`config.mk`:
```
export PLATFORM = sky130hd
export DESIGN_NAME = can_bittime_gen
export DESIGN_NICKNAME = d
export VERILOG_FILES = /design/src/rtl/cbt_pkg.sv /design/src/rtl/cbt_cfg_regs.sv /design/src/rtl/cbt_tq_div.sv /design/src/rtl/cbt_rx_sync.sv /design/src/rtl/cbt_seg_fsm.sv /design/src/rtl/can_bittime_gen.sv
export SDC_FILE = /design/constraint.sdc
export NUM_CORES = 1
export LEC_CHECK = 0
export BUFFER_PORTS_ARGS = -buffer_cell sky130_fd_sc_hd__buf_4
export CAP_MARGIN = 20
export CORE_MARGIN = 1.5
export CORE_UTILIZATION = 35
export CTS_CLUSTER_DIAMETER = 100
export DETAILED_ROUTE_END_ITERATION = 7
export SYNTH_ARGS = -nofsm -noshare
export SYNTH_HDL_FRONTEND = slang
export SYNTH_HIERARCHICAL = 1
export SYNTH_SLANG_ARGS = --single-unit
```
`constraint.sdc`:
```
create_clock -name clk -period 5.9 [get_ports clk]
set_input_delay 1.18 -clock clk [delete_from_list [all_inputs] [get_ports clk]]
set_output_delay 1.18 -clock clk [all_outputs]
set_load 0.02 [all_outputs]
```
`src/rtl/cbt_pkg.sv`:
```
package cbt_pkg;
   typedef enum logic [2:0] {
      ST_IDLE,
      ST_SYNC,
      ST_PROP,
      ST_PH1,
      ST_PH2
   } seg_e;
endpackage

```
`src/rtl/cbt_cfg_regs.sv`:
```
module cbt_cfg_regs #(
   parameter int PRESC_W = 6,
   parameter int SEG_W   = 3,
   parameter int SJW_W   = 2,
   parameter int MIN_TQ  = 8,
   parameter int MAX_TQ  = 25
) (
   input  logic               clk,
   input  logic               rst_n,
   input  logic               lock,
   input  logic               we,
   input  logic [PRESC_W-1:0] presc_in,
   input  logic [SEG_W-1:0]   prop_in,
   input  logic [SEG_W-1:0]   ph1_in,
   input  logic [SEG_W-1:0]   ph2_in,
   input  logic [SJW_W-1:0]   sjw_in,
   output logic [PRESC_W-1:0] presc_q,
   output logic [SEG_W-1:0]   prop_q,
   output logic [SEG_W-1:0]   ph1_q,
   output logic [SEG_W-1:0]   ph2_q,
   output logic [SJW_W-1:0]   sjw_q,
   output logic               bad
);
   localparam int TW    = SEG_W + 3;
   localparam int CMP_W = SEG_W + SJW_W;
   localparam logic [SEG_W-1:0] SEG_DEF = SEG_W'(2);

   logic [TW-1:0] total;
   logic          len_bad, jump_bad;

   always_ff @(posedge clk or negedge rst_n) begin
      if (!rst_n) begin
         presc_q <= '0;
         prop_q  <= SEG_DEF;
         ph1_q   <= SEG_DEF;
         ph2_q   <= SEG_DEF;
         sjw_q   <= '0;
      end else if (we && !lock) begin
         presc_q <= presc_in;
         prop_q  <= prop_in;
         ph1_q   <= ph1_in;
         ph2_q   <= ph2_in;
         sjw_q   <= sjw_in;
      end
   end

   // one sync quantum plus three segments each stored minus one
   assign total    = TW'(prop_q) + TW'(ph1_q) + TW'(ph2_q) + TW'(4);
   assign len_bad  = (total < TW'(MIN_TQ)) || (total > TW'(MAX_TQ));
   assign jump_bad = (CMP_W'(sjw_q) > CMP_W'(ph1_q)) || (CMP_W'(sjw_q) > CMP_W'(ph2_q));
   assign bad      = len_bad || jump_bad;
endmodule

```
`src/rtl/cbt_tq_div.sv`:
```
module cbt_tq_div #(
   parameter int PRESC_W = 6
) (
   input  logic               clk,
   input  logic               rst_n,
   input  logic               run,
   input  logic [PRESC_W-1:0] presc,
   output logic               tick
);
   logic [PRESC_W-1:0] pc;

   assign tick = run && (pc == presc);

   always_ff @(posedge clk or negedge rst_n) begin
      if (!rst_n)            pc <= '0;
      else if (!run || tick) pc <= '0;
      else                   pc <= pc + 1'b1;
   end
endmodule

```
`src/rtl/cbt_rx_sync.sv`:
```
module cbt_rx_sync #(
   parameter int STAGES = 0
) (
   input  logic clk,
   input  logic rst_n,
   input  logic rx_in,
   output logic rx_out
);
   generate
      if (STAGES == 0) begin : g_direct
         assign rx_out = rx_in;
      end else begin : g_chain
         logic [STAGES-1:0] chain;
         always_ff @(posedge clk or negedge rst_n) begin
            if (!rst_n) chain <= '1;
            else        chain <= {chain[STAGES-2:0], rx_in};
         end
         assign rx_out = chain[STAGES-1];
      end
   endgenerate
endmodule

```
`src/rtl/cbt_seg_fsm.sv`:
```
module cbt_seg_fsm
   import cbt_pkg::*;
#(
   parameter int SEG_W = 3,
   parameter int SJW_W = 2
) (
   input  logic             clk,
   input  logic             rst_n,
   input  logic             active,
   input  logic             tick,
   input  logic             rx,
   input  logic [SEG_W-1:0] prop_f,
   input  logic [SEG_W-1:0] ph1_f,
   input  logic [SEG_W-1:0] ph2_f,
   input  logic [SJW_W-1:0] sjw_f,
   output logic             busy,
   output logic             sample_stb,
   output logic             bit_stb
);
   localparam int CW = SEG_W + 3;
   typedef logic [CW-1:0] cnt_t;

   seg_e st, st_d;
   cnt_t cnt, cnt_d, lim, lim_d, ext, ext_d, lim_n;
   cnt_t prop_len, ph1_len, ph2_len, sjw_len;
   logic rs, rs_d, rx_q, smp_d, bit_d, step, fall;

   function automatic cnt_t clip(input cnt_t e, input cnt_t j);
      return (e < j) ? e : j;
   endfunction

   assign prop_len = cnt_t'(prop_f) + cnt_t'(1);
   assign ph1_len  = cnt_t'(ph1_f) + cnt_t'(1);
   assign ph2_len  = cnt_t'(ph2_f) + cnt_t'(1);
   assign sjw_len  = cnt_t'(sjw_f) + cnt_t'(1);

   // idle watches the bus every clock; a running bit only at quantum ends
   assign step = (st == ST_IDLE) ? 1'b1 : tick;
   assign fall = step && rx_q && !rx;
   assign busy = (st != ST_IDLE);

   always_comb begin
      st_d  = st;
      cnt_d = cnt;
      lim_d = lim;
      ext_d = ext;
      rs_d  = rs;
      lim_n = lim;
      smp_d = 1'b0;
      bit_d = 1'b0;
      unique case (st)
         ST_IDLE: if (active && fall) begin
            st_d  = ST_PROP;
            cnt_d = '0;
            lim_d = prop_len - cnt_t'(1);
            ext_d = '0;
            rs_d  = 1'b0;
         end
         ST_SYNC: if (step) begin
            st_d  = ST_PROP;
            cnt_d = '0;
            lim_d = prop_len - cnt_t'(1);
         end
         ST_PROP: if (step) begin
            if (fall && !rs) begin
               ext_d = clip(cnt + cnt_t'(1), sjw_len);
               rs_d  = 1'b1;
            end
            if (cnt == lim) begin
               st_d  = ST_PH1;
               cnt_d = '0;
               lim_d = ph1_len - cnt_t'(1) + ext_d;
            end else begin
               cnt_d = cnt + cnt_t'(1);
            end
         end
         ST_PH1: if (step) begin
            if (fall && !rs) begin
               lim_n = lim + clip(prop_len + cnt + cnt_t'(1), sjw_len);
               rs_d  = 1'b1;
            end
            if (cnt == lim_n) begin
               st_d  = ST_PH2;
               cnt_d = '0;
               lim_d = ph2_len - cnt_t'(1);
               smp_d = 1'b1;
            end else begin
               cnt_d = cnt + cnt_t'(1);
               lim_d = lim_n;
            end
         end
         ST_PH2: if (step) begin
            if (fall && !rs) begin
               lim_n = lim - clip(lim - cnt, sjw_len);
               rs_d  = 1'b1;
            end
            if (cnt == lim_n) begin
               st_d  = active ? ST_SYNC : ST_IDLE;
               cnt_d = '0;
               ext_d = '0;
               rs_d  = 1'b0;
               bit_d = 1'b1;
            end else begin
               cnt_d = cnt + cnt_t'(1);
               lim_d = lim_n;
            end
         end
         default: st_d = ST_IDLE;
      endcase
   end

   always_ff @(posedge clk or negedge rst_n) begin
      if (!rst_n) begin
         st         <= ST_IDLE;
         cnt        <= '0;
         lim        <= '0;
         ext        <= '0;
         rs         <= 1'b0;
         rx_q       <= 1'b1;
         sample_stb <= 1'b0;
         bit_stb    <= 1'b0;
      end else begin
         st         <= st_d;
         cnt        <= cnt_d;
         lim        <= lim_d;
         ext        <= ext_d;
         rs         <= rs_d;
         sample_stb <= smp_d;
         bit_stb    <= bit_d;
         if (step) rx_q <= rx;
      end
   end
endmodule

```
`src/rtl/can_bittime_gen.sv`:
```
module can_bittime_gen #(
   parameter int PRESC_W        = 6,
   parameter int SEG_W          = 3,
   parameter int SJW_W          = 2,
   parameter int RX_SYNC_STAGES = 0,
   parameter int MIN_TQ         = 8,
   parameter int MAX_TQ         = 25
) (
   input  logic               clk,
   input  logic               rst_n,
   input  logic               chan_en,
   input  logic               rx_lvl,
   input  logic               cfg_we,
   input  logic [PRESC_W-1:0] presc_cfg,
   input  logic [SEG_W-1:0]   prop_cfg,
   input  logic [SEG_W-1:0]   ph1_cfg,
   input  logic [SEG_W-1:0]   ph2_cfg,
   input  logic [SJW_W-1:0]   sjw_cfg,
   output logic               tq_tick,
   output logic               sample_stb,
   output logic               bit_stb,
   output logic               cfg_bad
);
   generate
      if (SJW_W > SEG_W || SEG_W < 1 || PRESC_W < 1) begin : g_bad_width
         $error("can_bittime_gen: field widths inconsistent");
      end
      if (MIN_TQ < 4 || MAX_TQ < MIN_TQ || RX_SYNC_STAGES == 1) begin : g_bad_range
         $error("can_bittime_gen: quantum range or synchronizer depth invalid");
      end
   endgenerate

   logic [PRESC_W-1:0] presc_q;
   logic [SEG_W-1:0]   prop_q, ph1_q, ph2_q;
   logic [SJW_W-1:0]   sjw_q;
   logic               busy, active, rx_s;

   assign active = chan_en && !cfg_bad;

   cbt_cfg_regs #(
      .PRESC_W(PRESC_W), .SEG_W(SEG_W), .SJW_W(SJW_W),
      .MIN_TQ(MIN_TQ), .MAX_TQ(MAX_TQ)
   ) u_cfg (
      .clk(clk), .rst_n(rst_n), .lock(chan_en || busy), .we(cfg_we),
      .presc_in(presc_cfg), .prop_in(prop_cfg), .ph1_in(ph1_cfg),
      .ph2_in(ph2_cfg), .sjw_in(sjw_cfg),
      .presc_q(presc_q), .prop_q(prop_q), .ph1_q(ph1_q),
      .ph2_q(ph2_q), .sjw_q(sjw_q), .bad(cfg_bad)
   );

   cbt_rx_sync #(.STAGES(RX_SYNC_STAGES)) u_rx (
      .clk(clk), .rst_n(rst_n), .rx_in(rx_lvl), .rx_out(rx_s)
   );

   cbt_tq_div #(.PRESC_W(PRESC_W)) u_div (
      .clk(clk), .rst_n(rst_n), .run(busy), .presc(presc_q), .tick(tq_tick)
   );

   cbt_seg_fsm #(.SEG_W(SEG_W), .SJW_W(SJW_W)) u_fsm (
      .clk(clk), .rst_n(rst_n), .active(active), .tick(tq_tick), .rx(rx_s),
      .prop_f(prop_q), .ph1_f(ph1_q), .ph2_f(ph2_q), .sjw_f(sjw_q),
      .busy(busy), .sample_stb(sample_stb), .bit_stb(bit_stb)
   );
endmodule

```
==> results_dict.tcl <==
set metrics [dict create \
    gp_congestion 0.9167 \
    post-place-ws_ps 260.5 \
    min_path_cells 2 \
    hold_viol_final 0 \
    p_leak_nw 2.276 \
    outcome "complete, no violations" \
    irDropWorstVdd_v 0.0004685 \
    grt_pass1_vias 3775 \
    crit_type "register to register" \
    tritoncts "yes" \
    cts_buffers 5 \
    root_buffer "clkbuf_16" \
    arrival_ps 5810 \
    clk_pin_slew_ps 70 \
    io-pin-count 26 \
    wl_um 11760 \
    min-delay-start "u_fsm/rx_q" \
    final_design_area_no_fill_sq_mm 0.005132 \
    avgSynthCellArea_sq_um 9.195 \
    fmax_mhz 177.6 \
    layout-drive-gt1-share 0.1606 \
    path_max_fanout 7 \
    swShare 0.4757 \
    switching_power_mw 1.547 \
    fin_setup_tns_ps 0 \
    crit_start "u_fsm/lim[0]" \
    intPower_mw 1.704 \
    setup_slack_ps 270.4 \
    p_seq_frac 0.200 \
    fillCellCount 1329 \
    final_antenna_net_count 0 \
    grt_pass1_wl_um 19670 \
    synthFlopType "dfrtp_1" \
    start_kind "register" \
    cts_hold_buf 0 \
    grt_use_total 0.1758 \
    core_sq_mm 0.01272 \
    layout_min_cycle_time_ps 5630 \
    die_area_sq_mm 0.01381 \
    yosysWarnings 6 \
    wl_per_cell_um 16.92 \
    clockBufferDepth 2 \
    power_frac_comb 0.686 \
    h-tree-depth 2 \
    synth.area.top_cells "dfrtp_1, ha_1, o21ai_0" \
    relSlewSlack 0.4387 \
    post_cts_buffers 0 \
    period_share 0.9542 \
    layout.nets 593 \
    antenna_cells 0 \
    synthArstFlopShare 1.000 \
    portBuffers 25 \
    reg2reg_from "u_fsm/lim[0]" \
    yosysUniqueCellTypes 80 \
    slew_violations 0 \
    syn_area_sq_mm 0.004588 \
    num_vias 3835 \
    grt.overflow.total 0 \
    syn2layout_area_growth_pct 11.86 \
    dpl_cell_area_sq_mm 0.004938 \
    start_util 0.3606 \
    rows 41 \
    postSynthCellCount 499 \
    cap_violations 0 \
    first_iter_violations 270 \
    synth_most_common_cell "dfrtp_1" \
    power.share.clock 0.114 \
    finClkSkew_ps 9.199 \
    setup_viol 0 \
    synth.top_cells.by_count "dfrtp_1, ha_1, o21ai_0" \
    worstSetupEndpointType "register" \
    required_ps 6080 \
    worst_pin_slew_ps 841.8 \
    drt_pass1_iterations 5 \
    antenna_found_initial 0 \
    ys_seq_area_frac 0.2629 \
    ys_seq_elements 48 \
    worst_hold_path_type "register to register" \
    die_x_um 117.5 \
    cts_num_sinks 48 \
    synth.top_cell.area_share 0.2400 \
    synth_top_area_cell "dfrtp_1" \
    r2r_cells 21 \
    drcViolationCount 0 \
    die_h_um 117.5 \
    power_density_mw_per_mm2 633.4 \
    synth_edf_count 0 \
    vias_per_cell 5.518 \
    worstSkewPairLatency_ps 290 \
    dp_hpwl_um 9097 \
    rsz0062_at_grt "no" \
    grt_max_degree 49 \
]
## worst max-delay path, cell delays in order, from the launching register on
cell,delay [ps]
dfrtp_1,460
inv_1,220
ha_1,190
inv_1,60
fa_1,470
ha_1,300
a21o_1,160
a21oi_1,160
nand4_1,230
mux2i_1,250
ha_1,210
inv_1,60
fa_1,400
xor2_1,210
a211oi_2,230
nor3_1,70
nor4b_1,540
nand4_2,350
a221oi_4,390
buf_4,200
nor2_2,60
a221o_1,300
## power by group through the flow
| stage | combinational [mW] | clock, mW | sequential [mW] |
|---|---|---|---|
| floorplan | 1.72 | 0 | 0.579 |
| global placement | 2.14 | 0 | 0.654 |
| detailed placement | 2.20 | 0 | 0.655 |
| CTS | 2.22 | 0.378 | 0.652 |
| global route | 2.49 | 0.395 | 0.680 |
| finish | 2.23 | 0.370 | 0.651 |
## what timing repair did
item / 4_1_cts / 5_1_grt
setup endpoints to repair: 0 / 4
resized for setup: 0 / 2
endpoints found under the hold margin: 0 / 0
## cell families (layout without fill, tap and decap cells)
group                    Yosys count  count (layout)  share of synthesized area
buffers and inverters             57              79                    0.05945
adder cells (fa/ha/maj)           49              49                     0.1483
XOR/XNOR                          35              35                    0.07281
other                              2               4                   0.001637
AO/OA/AOI/OAI                    142             142                     0.2171
flip-flops                        48              48                     0.2629
AND/OR/NAND/NOR                  140             140                     0.1683
multiplexers                      26              26                    0.06954
## per-stage QoR
step	util	hold WS (ps)	std cells	total power, mW
global route	0.4034	543.9	695	3.567
global placement	0.3882	489.2	687	2.793
detailed placement	0.3882	498.3	687	2.853
CTS	0.4030	507.7	695	3.251
finish	0.4034	502.7	695	3.251
floorplan	-	479.1	501	2.298
## routing by layer
layer  GRT usage  part of all wire  vias up
met1      0.2342              0.46     1845
met5           0                 0        -
met2      0.2949              0.47       96
met4     0.06631             0.029        0
met3     0.01890             0.040       30
li1            -                 -     1864
## layout by cell type, fill, tap and decap left out, types with 20 or more instances in the layout
cell type  synthesis  layout
buf_4              1      35
a21oi_1           21      21
nor2_1            26      26
nand3_1           21      21
nand2_1           32      32
dfrtp_1           44      44
o21ai_0           37      36
ha_1              40      40
xor2_1            20      20
inv_1             34      34
## worst paths after layout
kind,slack (ps),to
worst max register to register,270,u_fsm/cnt[2]
worst max-delay path,270,u_fsm/cnt[2]
worst min-delay path,500,u_fsm/rx_q
max in group asynchronous,4570,u_fsm/lim[2]
min in group asynchronous,900,u_fsm/st[1]
worst min register to register,500,u_fsm/rx_q
## layout make-up
class,count,area (sq um),area share
sequential,48,1206,0.2350
inverter,36,137.6,0.02682
multi-input combinational,396,3122,0.6082
timing repair buffer,35,262.8,0.05119
tap,172,215.2,0.04193
clock inverter,2,60.06,0.01170
clock buffer,6,128.9,0.02511
## sequential cells by signal, summed over array words and instances, names as in the netlist
name              count
u_fsm/cnt             6
u_cfg/sjw_q           2
u_fsm/bit_stb         1
u_cfg/ph1_q           3
u_fsm/sample_stb      1
u_fsm/st              3
u_fsm/rs              1
u_fsm/rx_q            1
u_fsm/ext             6
u_cfg/prop_q          3
u_cfg/ph2_q           3
u_cfg/presc_q         6
u_fsm/lim             6
u_div/pc              6
Power figures use the tool's default switching activity.
